File: config.mk
export PLATFORM = sky130hd
export DESIGN_NAME = irq_vector_ctrl
export DESIGN_NICKNAME = d
export VERILOG_FILES = /design/src/rtl/vic_pkg.sv /design/src/rtl/vic_ctrl.sv /design/src/rtl/vic_cfg.sv /design/src/rtl/vic_select.sv /design/src/rtl/irq_vector_ctrl.sv
export SDC_FILE = /design/constraint.sdc
export NUM_CORES = 2
export LEC_CHECK = 0
export ABC_AREA = 0
export BUFFER_PORTS_ARGS = -buffer_cell sky130_fd_sc_hd__buf_2
export CAP_MARGIN = 20
export CORE_ASPECT_RATIO = 0.6
export CORE_UTILIZATION = 44
export CTS_CLUSTER_SIZE = 10
export DETAILED_ROUTE_END_ITERATION = 12
export PLACE_DENSITY = 0.56
export SLEW_MARGIN = 20
export SYNTH_ARGS = -nofsm -noshare
export SYNTH_HDL_FRONTEND = slang
export SYNTH_HIERARCHICAL = 1
export SYNTH_SLANG_ARGS = --single-unit
export TNS_END_PERCENT = 100
File: constraint.sdc
create_clock -name clk -period 80.9 [get_ports clk]
set_input_delay 8.09 -clock clk [delete_from_list [all_inputs] [get_ports clk]]
set_output_delay 8.09 -clock clk [all_outputs]
set_load 0.01 [all_outputs]
File: src/rtl/vic_pkg.sv
package vic_pkg;
  // Strobes issued by the control path to the datapath
  typedef struct packed {
    logic wrCtl;    // write the control word of the addressed source
    logic wrHnd;    // write the service address of the addressed source
    logic loadOut;  // capture the selected tuple into the output stage
  } vicStrobe_t;

  localparam int CTL_EN_BIT  = 0;
  localparam int CTL_NMI_BIT = 1;
  localparam int CTL_LVL_LSB = 2;
endpackage

File: src/rtl/vic_ctrl.sv
module vic_ctrl
  import vic_pkg::*;
#(
  parameter int SRC_W = 5
) (
  input  logic             cfgWrEn,
  input  logic [SRC_W:0]   cfgAddr,
  input  logic             candValid,
  output vicStrobe_t       strb,
  output logic [SRC_W-1:0] wrIdx
);
  always_comb begin
    wrIdx        = cfgAddr[SRC_W:1];
    strb.wrCtl   = cfgWrEn && !cfgAddr[0];
    strb.wrHnd   = cfgWrEn && cfgAddr[0];
    strb.loadOut = candValid;
  end
endmodule

File: src/rtl/vic_cfg.sv
module vic_cfg
  import vic_pkg::*;
#(
  parameter int NUM_SRC = 32,
  parameter int SRC_W   = 5,
  parameter int HND_W   = 32,
  parameter int LVL_W   = 6,
  parameter int RS_W    = 4,
  parameter int DATA_W  = 32
) (
  input  logic              clk,
  input  logic              rst,
  input  vicStrobe_t        strb,
  input  logic [SRC_W-1:0]  wrIdx,
  input  logic [DATA_W-1:0] wrData,
  input  logic [SRC_W-1:0]  rdIdx,
  input  logic              rdSel,
  output logic [DATA_W-1:0] rdData,
  output logic [NUM_SRC-1:0] srcEn,
  output logic [NUM_SRC-1:0] srcNmi,
  output logic [LVL_W-1:0]  srcLvl [NUM_SRC],
  output logic [RS_W-1:0]   srcRs  [NUM_SRC],
  output logic [HND_W-1:0]  srcHnd [NUM_SRC]
);
  localparam int RS_LSB = CTL_LVL_LSB + LVL_W;
  localparam int CTL_W  = RS_LSB + RS_W;

  for (genvar g = 0; g < NUM_SRC; g++) begin : gSrc
    always_ff @(posedge clk) begin
      if (rst) begin
        srcEn[g]  <= 1'b0;
        srcNmi[g] <= 1'b0;
        srcLvl[g] <= '0;
        srcRs[g]  <= '0;
        srcHnd[g] <= '0;
      end else if (strb.wrCtl && wrIdx == SRC_W'(g)) begin
        srcEn[g]  <= wrData[CTL_EN_BIT];
        srcNmi[g] <= wrData[CTL_NMI_BIT];
        srcLvl[g] <= wrData[CTL_LVL_LSB +: LVL_W];
        srcRs[g]  <= wrData[RS_LSB +: RS_W];
      end else if (strb.wrHnd && wrIdx == SRC_W'(g)) begin
        srcHnd[g] <= wrData[HND_W-1:0];
      end
    end
  end

  always_comb begin
    rdData = '0;
    if (rdSel) rdData[HND_W-1:0] = srcHnd[rdIdx];
    else       rdData[CTL_W-1:0] = {srcRs[rdIdx], srcLvl[rdIdx], srcNmi[rdIdx], srcEn[rdIdx]};
  end


  ctl_write_lands_chk: assert property (@(posedge clk) disable iff (rst)
    strb.wrCtl |=> srcEn[$past(wrIdx)] == $past(wrData[CTL_EN_BIT]));
endmodule

File: src/rtl/vic_select.sv
module vic_select
  import vic_pkg::*;
#(
  parameter int NUM_SRC = 32,
  parameter int SRC_W   = 5,
  parameter int HND_W   = 32,
  parameter int LVL_W   = 6,
  parameter int RS_W    = 4
) (
  input  logic               clk,
  input  logic               rst,
  input  vicStrobe_t         strb,
  input  logic [NUM_SRC-1:0] irq,
  input  logic [NUM_SRC-1:0] srcEn,
  input  logic [NUM_SRC-1:0] srcNmi,
  input  logic [LVL_W-1:0]   srcLvl [NUM_SRC],
  input  logic [RS_W-1:0]    srcRs  [NUM_SRC],
  input  logic [HND_W-1:0]   srcHnd [NUM_SRC],
  input  logic               upValid,
  input  logic [HND_W-1:0]   upHandler,
  input  logic [LVL_W-1:0]   upLevel,
  input  logic [RS_W-1:0]    upRegSet,
  input  logic               upNmi,
  output logic               candValid,
  output logic               reqValid,
  output logic [HND_W-1:0]   reqHandler,
  output logic [LVL_W-1:0]   reqLevel,
  output logic [RS_W-1:0]    reqRegSet,
  output logic               reqNmi
);
  localparam int KEY_W = LVL_W + 1;

  logic [NUM_SRC-1:0] liveVec;
  logic               locHit;
  logic [KEY_W-1:0]   locKey;
  logic [SRC_W-1:0]   locIdx;
  logic               upWins;
  logic [HND_W-1:0]   candHnd;
  logic [LVL_W-1:0]   candLvl;
  logic [RS_W-1:0]    candRs;
  logic               candNmi;

  assign liveVec = irq & srcEn;

  // Linear scan: strict compare keeps the lowest index on ties
  always_comb begin
    locHit = 1'b0;
    locKey = '0;
    locIdx = '0;
    for (int i = 0; i < NUM_SRC; i++) begin
      if (liveVec[i] && (!locHit || {srcNmi[i], srcLvl[i]} > locKey)) begin
        locHit = 1'b1;
        locKey = {srcNmi[i], srcLvl[i]};
        locIdx = SRC_W'(i);
      end
    end
  end

  always_comb begin
    upWins    = upValid && (!locHit || {upNmi, upLevel} > locKey);
    candValid = locHit || upValid;
    if (upWins) begin
      candHnd = upHandler;
      candLvl = upLevel;
      candRs  = upRegSet;
      candNmi = upNmi;
    end else begin
      candHnd = srcHnd[locIdx];
      candLvl = srcLvl[locIdx];
      candRs  = srcRs[locIdx];
      candNmi = srcNmi[locIdx];
    end
  end

  always_ff @(posedge clk) begin
    if (rst) begin
      reqValid   <= 1'b0;
      reqHandler <= '0;
      reqLevel   <= '0;
      reqRegSet  <= '0;
      reqNmi     <= 1'b0;
    end else begin
      reqValid <= strb.loadOut;
      if (strb.loadOut) begin
        reqHandler <= candHnd;
        reqLevel   <= candLvl;
        reqRegSet  <= candRs;
        reqNmi     <= candNmi;
      end
    end
  end


  chain_taken_chk: assert property (@(posedge clk) disable iff (rst)
    upValid |=> reqValid);

  nmi_outranks_chk: assert property (@(posedge clk) disable iff (rst)
    (upValid && upNmi) |=> reqNmi);

  chain_level_floor_chk: assert property (@(posedge clk) disable iff (rst)
    (upValid && !upNmi) |=> (reqNmi || reqLevel >= $past(upLevel)));

  idle_drops_chk: assert property (@(posedge clk) disable iff (rst)
    (!upValid && liveVec == '0) |=> !reqValid);

  idle_hold_chk: assert property (@(posedge clk) disable iff (rst)
    !reqValid |-> ($stable(reqHandler) && $stable(reqLevel) && $stable(reqRegSet) && $stable(reqNmi)));
endmodule

File: src/rtl/irq_vector_ctrl.sv
module irq_vector_ctrl
  import vic_pkg::*;
#(
  parameter int NUM_SRC = 32,
  parameter int HND_W   = 32,
  parameter int LVL_W   = 6,
  parameter int RS_W    = 4,
  parameter int DATA_W  = 32,
  localparam int SRC_W  = $clog2(NUM_SRC)
) (
  input  logic               clk,
  input  logic               rst,
  input  logic [NUM_SRC-1:0] irq,
  input  logic               cfgWrEn,
  input  logic [SRC_W:0]     cfgAddr,
  input  logic [DATA_W-1:0]  cfgWrData,
  output logic [DATA_W-1:0]  cfgRdData,
  input  logic               upValid,
  input  logic [HND_W-1:0]   upHandler,
  input  logic [LVL_W-1:0]   upLevel,
  input  logic [RS_W-1:0]    upRegSet,
  input  logic               upNmi,
  output logic               reqValid,
  output logic [HND_W-1:0]   reqHandler,
  output logic [LVL_W-1:0]   reqLevel,
  output logic [RS_W-1:0]    reqRegSet,
  output logic               reqNmi
);
  vicStrobe_t         strb;
  logic [SRC_W-1:0]   wrIdx;
  logic               candValid;
  logic [NUM_SRC-1:0] srcEn;
  logic [NUM_SRC-1:0] srcNmi;
  logic [LVL_W-1:0]   srcLvl [NUM_SRC];
  logic [RS_W-1:0]    srcRs  [NUM_SRC];
  logic [HND_W-1:0]   srcHnd [NUM_SRC];

  vic_ctrl #(.SRC_W(SRC_W)) u_ctrl (
    .cfgWrEn(cfgWrEn), .cfgAddr(cfgAddr), .candValid(candValid),
    .strb(strb), .wrIdx(wrIdx)
  );

  vic_cfg #(.NUM_SRC(NUM_SRC), .SRC_W(SRC_W), .HND_W(HND_W), .LVL_W(LVL_W),
            .RS_W(RS_W), .DATA_W(DATA_W)) u_cfg (
    .clk(clk), .rst(rst), .strb(strb), .wrIdx(wrIdx), .wrData(cfgWrData),
    .rdIdx(cfgAddr[SRC_W:1]), .rdSel(cfgAddr[0]), .rdData(cfgRdData),
    .srcEn(srcEn), .srcNmi(srcNmi), .srcLvl(srcLvl), .srcRs(srcRs), .srcHnd(srcHnd)
  );

  vic_select #(.NUM_SRC(NUM_SRC), .SRC_W(SRC_W), .HND_W(HND_W), .LVL_W(LVL_W),
               .RS_W(RS_W)) u_sel (
    .clk(clk), .rst(rst), .strb(strb), .irq(irq),
    .srcEn(srcEn), .srcNmi(srcNmi), .srcLvl(srcLvl), .srcRs(srcRs), .srcHnd(srcHnd),
    .upValid(upValid), .upHandler(upHandler), .upLevel(upLevel),
    .upRegSet(upRegSet), .upNmi(upNmi), .candValid(candValid),
    .reqValid(reqValid), .reqHandler(reqHandler), .reqLevel(reqLevel),
    .reqRegSet(reqRegSet), .reqNmi(reqNmi)
  );


  reset_clears_chk: assert property (@(posedge clk)
    $past(rst) && rst |-> (!reqValid && reqLevel == '0 && !reqNmi));
endmodule

# Word level (Yosys, flattened, before mapping)
# Index checks and enable logic that the tools add are counted.
totals:
  register_bits: 1452
  input_bits: 117
  out_inout_bits: 76
  elab_cells: 589
op_classes:
  n_lt_le_gt_ge: 36
  n_eq_ne: 31
  mux: 125
  bitwise: 35
  reduce_logical: 197
ops:
  columns: ["cell", "count"]
  rows:
  - ["binary-select mux 32 bit (select 5 bit)", 2]
  - ["> comparator 7 bit", 32]
  - ["two-way mux 7 bit", 32]
  - ["two-way mux 32 bit", 5]
  - ["logical AND 1 bit", 98]
  - ["== test 5 bit (second input constant)", 16]
  - ["two-way mux 5 bit", 16]
  - ["AND reduction 2 bit", 32]
  - ["binary-select mux 6 bit (select 5 bit)", 2]
  - ["two-way mux 4 bit", 13]
  - ["binary-select mux 4 bit (select 5 bit)", 2]
  - ["== test 5 x 4 -> 1 bit (second input constant)", 8]
  - ["two-way mux 1 bit", 37]
  - ["logical NOT 1 bit", 33]
  - ["logical OR 1 bit", 33]
  - ["bitwise AND 32 bit", 1]
  - ["NOT 1 bit", 32]
  - ["two-way mux 6 bit", 5]
  - ["== test 5 x 3 -> 1 bit (second input constant)", 4]
  - ["two-way mux 20 bit", 1]
  - ["binary-select mux 1 bit (select 5 bit)", 3]
  - [">= comparator 6 bit (second input constant)", 2]
  - ["less-than comparator 5 x 6 -> 1 bit (second input constant)", 2]
  - ["two-way mux 12 bit", 1]
  - ["6 further kinds", 12]

# Logic depth before layout (Yosys ltp)
depth:
  word_depth: 131
  mapped_depth: 377
  depth_no_buf: 344

# Hierarchy
# The synthesis kept the hierarchy.
modules_own_cells:
  columns: ["mod", "n_inst", "cells_per_inst", "area_per_inst_um2"]
  rows:
  - ["vic_cfg", 1, 6971, 60335.4]
  - ["vic_select", 1, 4232, 26684.3]
  - ["vic_ctrl", 1, 8, 61.3]

# Worst setup path before layout
# OpenSTA, ideal clock, no wires.
synth_timing:
  path_type: "input port to flip-flop"
  start: "in irq[0]"
  end: "reg u_sel.reqHandler[0]"
  arrival_time_ns: 67.225
  setup_slack_ns: 13.544
  cell_stages: 355
  path_buffers: 35
  path_cell_list: "and2_1 buf_4 nand2_1 ha_1 and4_1 a31oi_1 o21a_1 clkbuf_1 nor2_1 a21o_1 inv_1 ha_1 a21oi_1 a21oi_1 o41ai_2 clkbuf_1 nor2_1 a21oi_1 [319 not listed] o211a_1 clkbuf_1 o21a_1 ha_1 nor2b_1 o21ai_0 nand2b_1 a21oi_1 o21ai_0 o21a_1 o21a_1 and2_1 clkbuf_1 clkbuf_1 a22oi_1 nand2_1 a31oi_1 a32oi_1"
synth_between:
  elab_chain_cells: 131
  word_cells_on_any_way: 230
  cone_classes: "32 x order compare; 99 x mux; 2 x bitwise; 97 x reduce/logical"
synth_rtl:
  columns: ["item", "line", "text"]
  rows:
  - ["start, declared", "irq_vector_ctrl.sv:13", "input logic [NUM_SRC-1:0] irq,"]
  - ["bitwise AND 32 bit *", "vic_select.sv:43", "assign liveVec = irq & srcEn;"]
  - ["two-way mux 7 bit or two-way mux 1 bit (tied branches)", "vic_select.sv:51", "if (liveVec[i] && (!locHit || {srcNmi[i], srcLvl[i]} > locKey)) begin"]
  - ["> comparator 7 bit or logical NOT 1 bit (tied branches)", "vic_select.sv:51", null]
  - ["logical OR 1 bit", "vic_select.sv:51", null]
  - ["logical AND 1 bit", "vic_select.sv:51", null]
  - ["two-way mux 7 bit or two-way mux 1 bit (tied branches)", "vic_select.sv:51", null]
  - ["> comparator 7 bit or logical NOT 1 bit (tied branches)", "vic_select.sv:51", null]
  - ["logical OR 1 bit", "vic_select.sv:51", null]
  - ["[114 not listed]", null, null]
  - ["> comparator 7 bit or logical NOT 1 bit (tied branches)", "vic_select.sv:51", null]
  - ["logical OR 1 bit", "vic_select.sv:51", null]
  - ["logical AND 1 bit", "vic_select.sv:51", null]
  - ["two-way mux 5 bit", "vic_select.sv:51", null]
  - ["NOT 5 -> 6 bit (implied by the code)", "vic_select.sv:68", "candHnd = srcHnd[locIdx];"]
  - ["binary-select mux 32 bit (select 5 bit)", "vic_select.sv:68", null]
  - ["two-way mux 32 bit (implied by the code) (2 in series)", "vic_select.sv:68", null]
  - ["two-way mux 32 bit", "vic_select.sv:62", "if (upWins) begin"]
  - ["end signal, assigned", "vic_select.sv:85", "reqHandler <= candHnd;"]
  - ["end, declared", "vic_select.sv:26", "output logic [HND_W-1:0] reqHandler,"]
# Mark *: on every way between the ends. The rest lies on a longest branch, timed or not. The select of a mux whose other input is x is not followed.
# A chain may end at the register's enable or synchronous reset.

# Worst setup path in the final report
layout_timing:
  start: "in irq[0]"
  end: "reg u_sel.reqHandler[5]"
# Same word-level chain as after synthesis.

==> impl_metrics.json <==
{
  "outcome": "finished clean",
  "io_buffer_count": 192,
  "regArea_sq_um": 29070,
  "sw_frac_of_total_pct": 28.18,
  "internal_power_mw": 1.164,
  "gp_congestion": 1.026,
  "finClkSkew_ns": 0.06318,
  "hold_violations": 0,
  "ys_ff_latch": 1452,
  "rsz0062_at_grt": "false",
  "cts_tree": "yes",
  "clk_latency_ns": 0.86,
  "synth_flop_cell": "dfxtp_1",
  "core_area_sq_um": 196600,
  "ctsLongestPathBuffers": 4,
  "clk_pin_slew_ns": 0.06,
  "stdcell_count": 13448,
  "root_buffer": "clkbuf_16",
  "final_nets": 11046,
  "gr-usage-all-layers_pct": 42.55,
  "finalSetupViolations": 0,
  "dieHeight_um": 346.6,
  "cp.arrival_ns": 76.86,
  "power_density_nw_per_um2": 17.19,
  "first_global_vias": 81064,
  "yosysSeqAreaShare_pct": 33.38,
  "path_common_cell": "o21ai_0",
  "multi_input_area_sq_um": 53360,
  "drt-pass1-iter-count": 7,
  "syn_avg_cell_area_sq_um": 7.767,
  "place_inst": 13184,
  "p_leak_nw": 31.10,
  "slew-limit-headroom_pct": 8.361,
  "critPathKind": "input port to register",
  "fmax_mhz": 13.13,
  "routed_wl_um": 446500,
  "setup_tns_ns": 0,
  "synth_nets": 11502,
  "synth_edf_count": 0,
  "finalMaxSlewViolations": 0,
  "die_w_um": 576.3,
  "clock_sinks": 1452,
  "finalCritPeriodShare_pct": 94.12,
  "async_flop_share_pct": 0,
  "r2r_cells": 318,
  "ys_warn_count": 6,
  "start_kind": "input port",
  "grt_start_max_net_pins": 203,
  "hpwl_um": 278500,
  "peakVddDrop_uv": 15.85,
  "hp-class": "register to register",
  "cap_violations": 0,
  "die_area_sq_um": 199800,
  "initial_core_util_pct": 44.30,
  "holdPathStages": 2,
  "grt_pass1_wl_um": 618600,
  "grt-ovfl-total": 0,
  "p_sw_mw": 0.4567,
  "ant_nets": 0,
  "fin_crit_ns": 76.14,
  "yosys.cell_types.count": 124,
  "required_ns": 81.62,
  "drc_errors": 0,
  "drt-vias-per-instance": 6.863,
  "cpPeakStageDelay_ns": 0.82,
  "cpMaxStageDelayCell": "o41ai_2",
  "drt_iter0_drc": 16972,
  "syn_inst": 11211,
  "netlist_area_sq_um": 87080,
  "post-place-ws_ns": 2.474,
  "critPathCaptureType": "register",
  "cts_max_level": 4,
  "fin_ws_ns": 4.760,
  "clock_power_share_pct": 45.1,
  "drive_above_1_share_pct": 11.42,
  "combPwrFrac_pct": 10.3,
  "vias": 92291,
  "cts_buffers": 176,
  "antenna_found_initial": 48,
  "wire_per_inst_um": 33.20,
  "ioPinCount": 193,
  "critPathMaxFanout": 50,
  "seqPwrFrac_pct": 44.7,
  "area_delta_synth_final_pct": 8.265,
  "tightest_slew_ns": 1.375,
  "placementRows": 126,
  "fillers": 18909
}
flip-flops by register name, indices dropped and copies added, names as in the netlist:
| name | flops |
|---|---|
| u_cfg/srcEn | 32 |
| u_cfg/srcNmi | 32 |
| u_sel/reqLevel | 6 |
| u_cfg/srcRs | 128 |
| u_sel/reqValid | 1 |
| u_sel/reqHandler | 32 |
| u_cfg/srcHnd | 1024 |
| u_sel/reqRegSet | 4 |
| u_sel/reqNmi | 1 |
| u_cfg/srcLvl | 192 |
per-layer routing:
metal  track usage, %  up-vias  share of wire (%)
li1                 -    38621                  -
met1            60.86    44573                 41
met3            21.09     1155                 18
met2            53.55     7916                 37
met5            1.865        -               0.13
met4            14.73       26                3.9
path summary, 6_finish.rpt:
| kind | slack [ns] | startpoint | to |
|---|---|---|---|
| worst max-delay path | 4.76 | irq[0] | u_sel/reqHandler[5] |
| worst min-delay path | 0.46 | u_cfg/srcHnd[433] | u_cfg/srcHnd[433] |
| worst max register to register | 11.68 | u_cfg/srcEn[0] | u_sel/reqHandler[5] |
| worst min register to register | 0.46 | u_cfg/srcHnd[433] | u_cfg/srcHnd[433] |
power by group through the flow:
stage / Clock (mW) / Combinational [mW] / Sequential, mW
CTS: 0.730 / 0.155 / 0.724
global route: 0.759 / 0.166 / 0.724
finish: 0.730 / 0.167 / 0.724
detailed placement: 0 / 0.155 / 0.739
floorplan: 0 / 0.0922 / 0.738
global placement: 0 / 0.154 / 0.739
critical path: cells and delay by family:
kind                     cells  cell delay, ns
buffers and inverters       23            3.70
AND/OR/NAND/NOR             97           15.58
AO/OA/AOI/OAI              155           35.83
multiplexers                 9            2.74
adder cells (fa/ha/maj)     35           10.74
cell usage after synthesis, drive strengths merged (14+ instances only):
master | instances | share of area, %
a22oi | 52 | 0.45
inv | 231 | 1.0
and3 | 187 | 1.3
nand4 | 68 | 0.49
a211oi | 210 | 1.8
o21ai | 217 | 1.3
nor3 | 127 | 0.75
a221oi | 56 | 0.58
a31oi | 109 | 0.81
nor4 | 15 | 0.12
buf | 271 | 1.8
o211ai | 111 | 1.0
nand2b | 43 | 0.31
or2 | 24 | 0.18
mux4 | 395 | 10
ha | 174 | 2.5
a311oi | 20 | 0.22
a21o | 24 | 0.21
a22o | 22 | 0.22
nand3b | 14 | 0.14
mux2 | 35 | 0.47
dfxtp | 1452 | 33
o22ai | 27 | 0.19
nor2 | 367 | 1.6
o2111ai | 52 | 0.59
clkbuf | 773 | 3.3
o21a | 39 | 0.34
a31o | 17 | 0.17
mux2i | 369 | 4.3
xnor2 | 25 | 0.25
o31ai | 28 | 0.27
and2 | 50 | 0.36
nand2 | 3192 | 14
a32oi | 39 | 0.39
o221ai | 15 | 0.15
nor2b | 67 | 0.48
a2111oi | 18 | 0.21
a21oi | 1448 | 8.4
nand3 | 568 | 3.3
a211o | 81 | 0.81
layout make-up:
cell class	count	share of cell area [%]
multi-input combinational	8485	56.60
clock inverter	12	0.2137
antenna	33	0.08759
inverter	231	0.9224
sequential	1452	30.83
tap	2624	3.482
clock buffer	202	4.849
timing repair buffer	409	3.011
logic make-up (layout without fill, tap and decap cells):
group | Yosys count | in the layout | synth area share [%]
flops | 1452 | 1452 | 33.38
fa+ha+maj | 182 | 182 | 2.592
compound gates | 2700 | 2700 | 19.37
simple gates | 4765 | 4766 | 23.23
buf+inv | 1275 | 854 | 6.095
other cells | 0 | 33 | 0
xor+xnor | 38 | 38 | 0.3822
mux | 799 | 799 | 14.96
per-stage QoR:
step	utilization [%]	total power, mW	cell area, sq um	hold WS (ns)
4_1_cts	47.75	1.609	93870	0.4624
6_report	47.96	1.621	94280	0.4630
2_1_floorplan	-	0.8300	87080	0.4413
5_1_grt	47.93	1.650	94220	0.4757
3_5_place_dp	45.32	0.8939	89090	0.4577
3_3_place_gp	45.32	0.8933	89090	0.4470
placed cells by master, fill, tap and decap left out, types with 29 or more instances in the layout:
cell and n:
a211oi_1 208, and2_1 46, and3_1 187, nand3_1 567, o21a_1 38, o211ai_1 104, dfxtp_1 1452, mux2_2 30
diode_2 33, nor3_1 119, mux4_2 395, nand2b_1 42, a211o_1 81, mux2i_1 366, o21ai_0 182, inv_1 229
o2111ai_1 46, ha_1 174, buf_4 197, a32oi_1 39, nand4_1 68, a22oi_1 51, a21oi_1 1440, nor2b_1 66
nor2_1 317, nand2_1 3159, clkbuf_16 177, nor2_4 43, a221oi_1 52, a31oi_1 107, o21ai_1 29, buf_2 188
repair_timing:
item / 4_1_cts / 5_1_grt
setup endpoints to repair: 0 / 43
buffers inserted: 0 / 13
resized for setup: 0 / 28
hold buffers: 0 / 0
No activity file was read; power rests on OpenSTA's default activity.
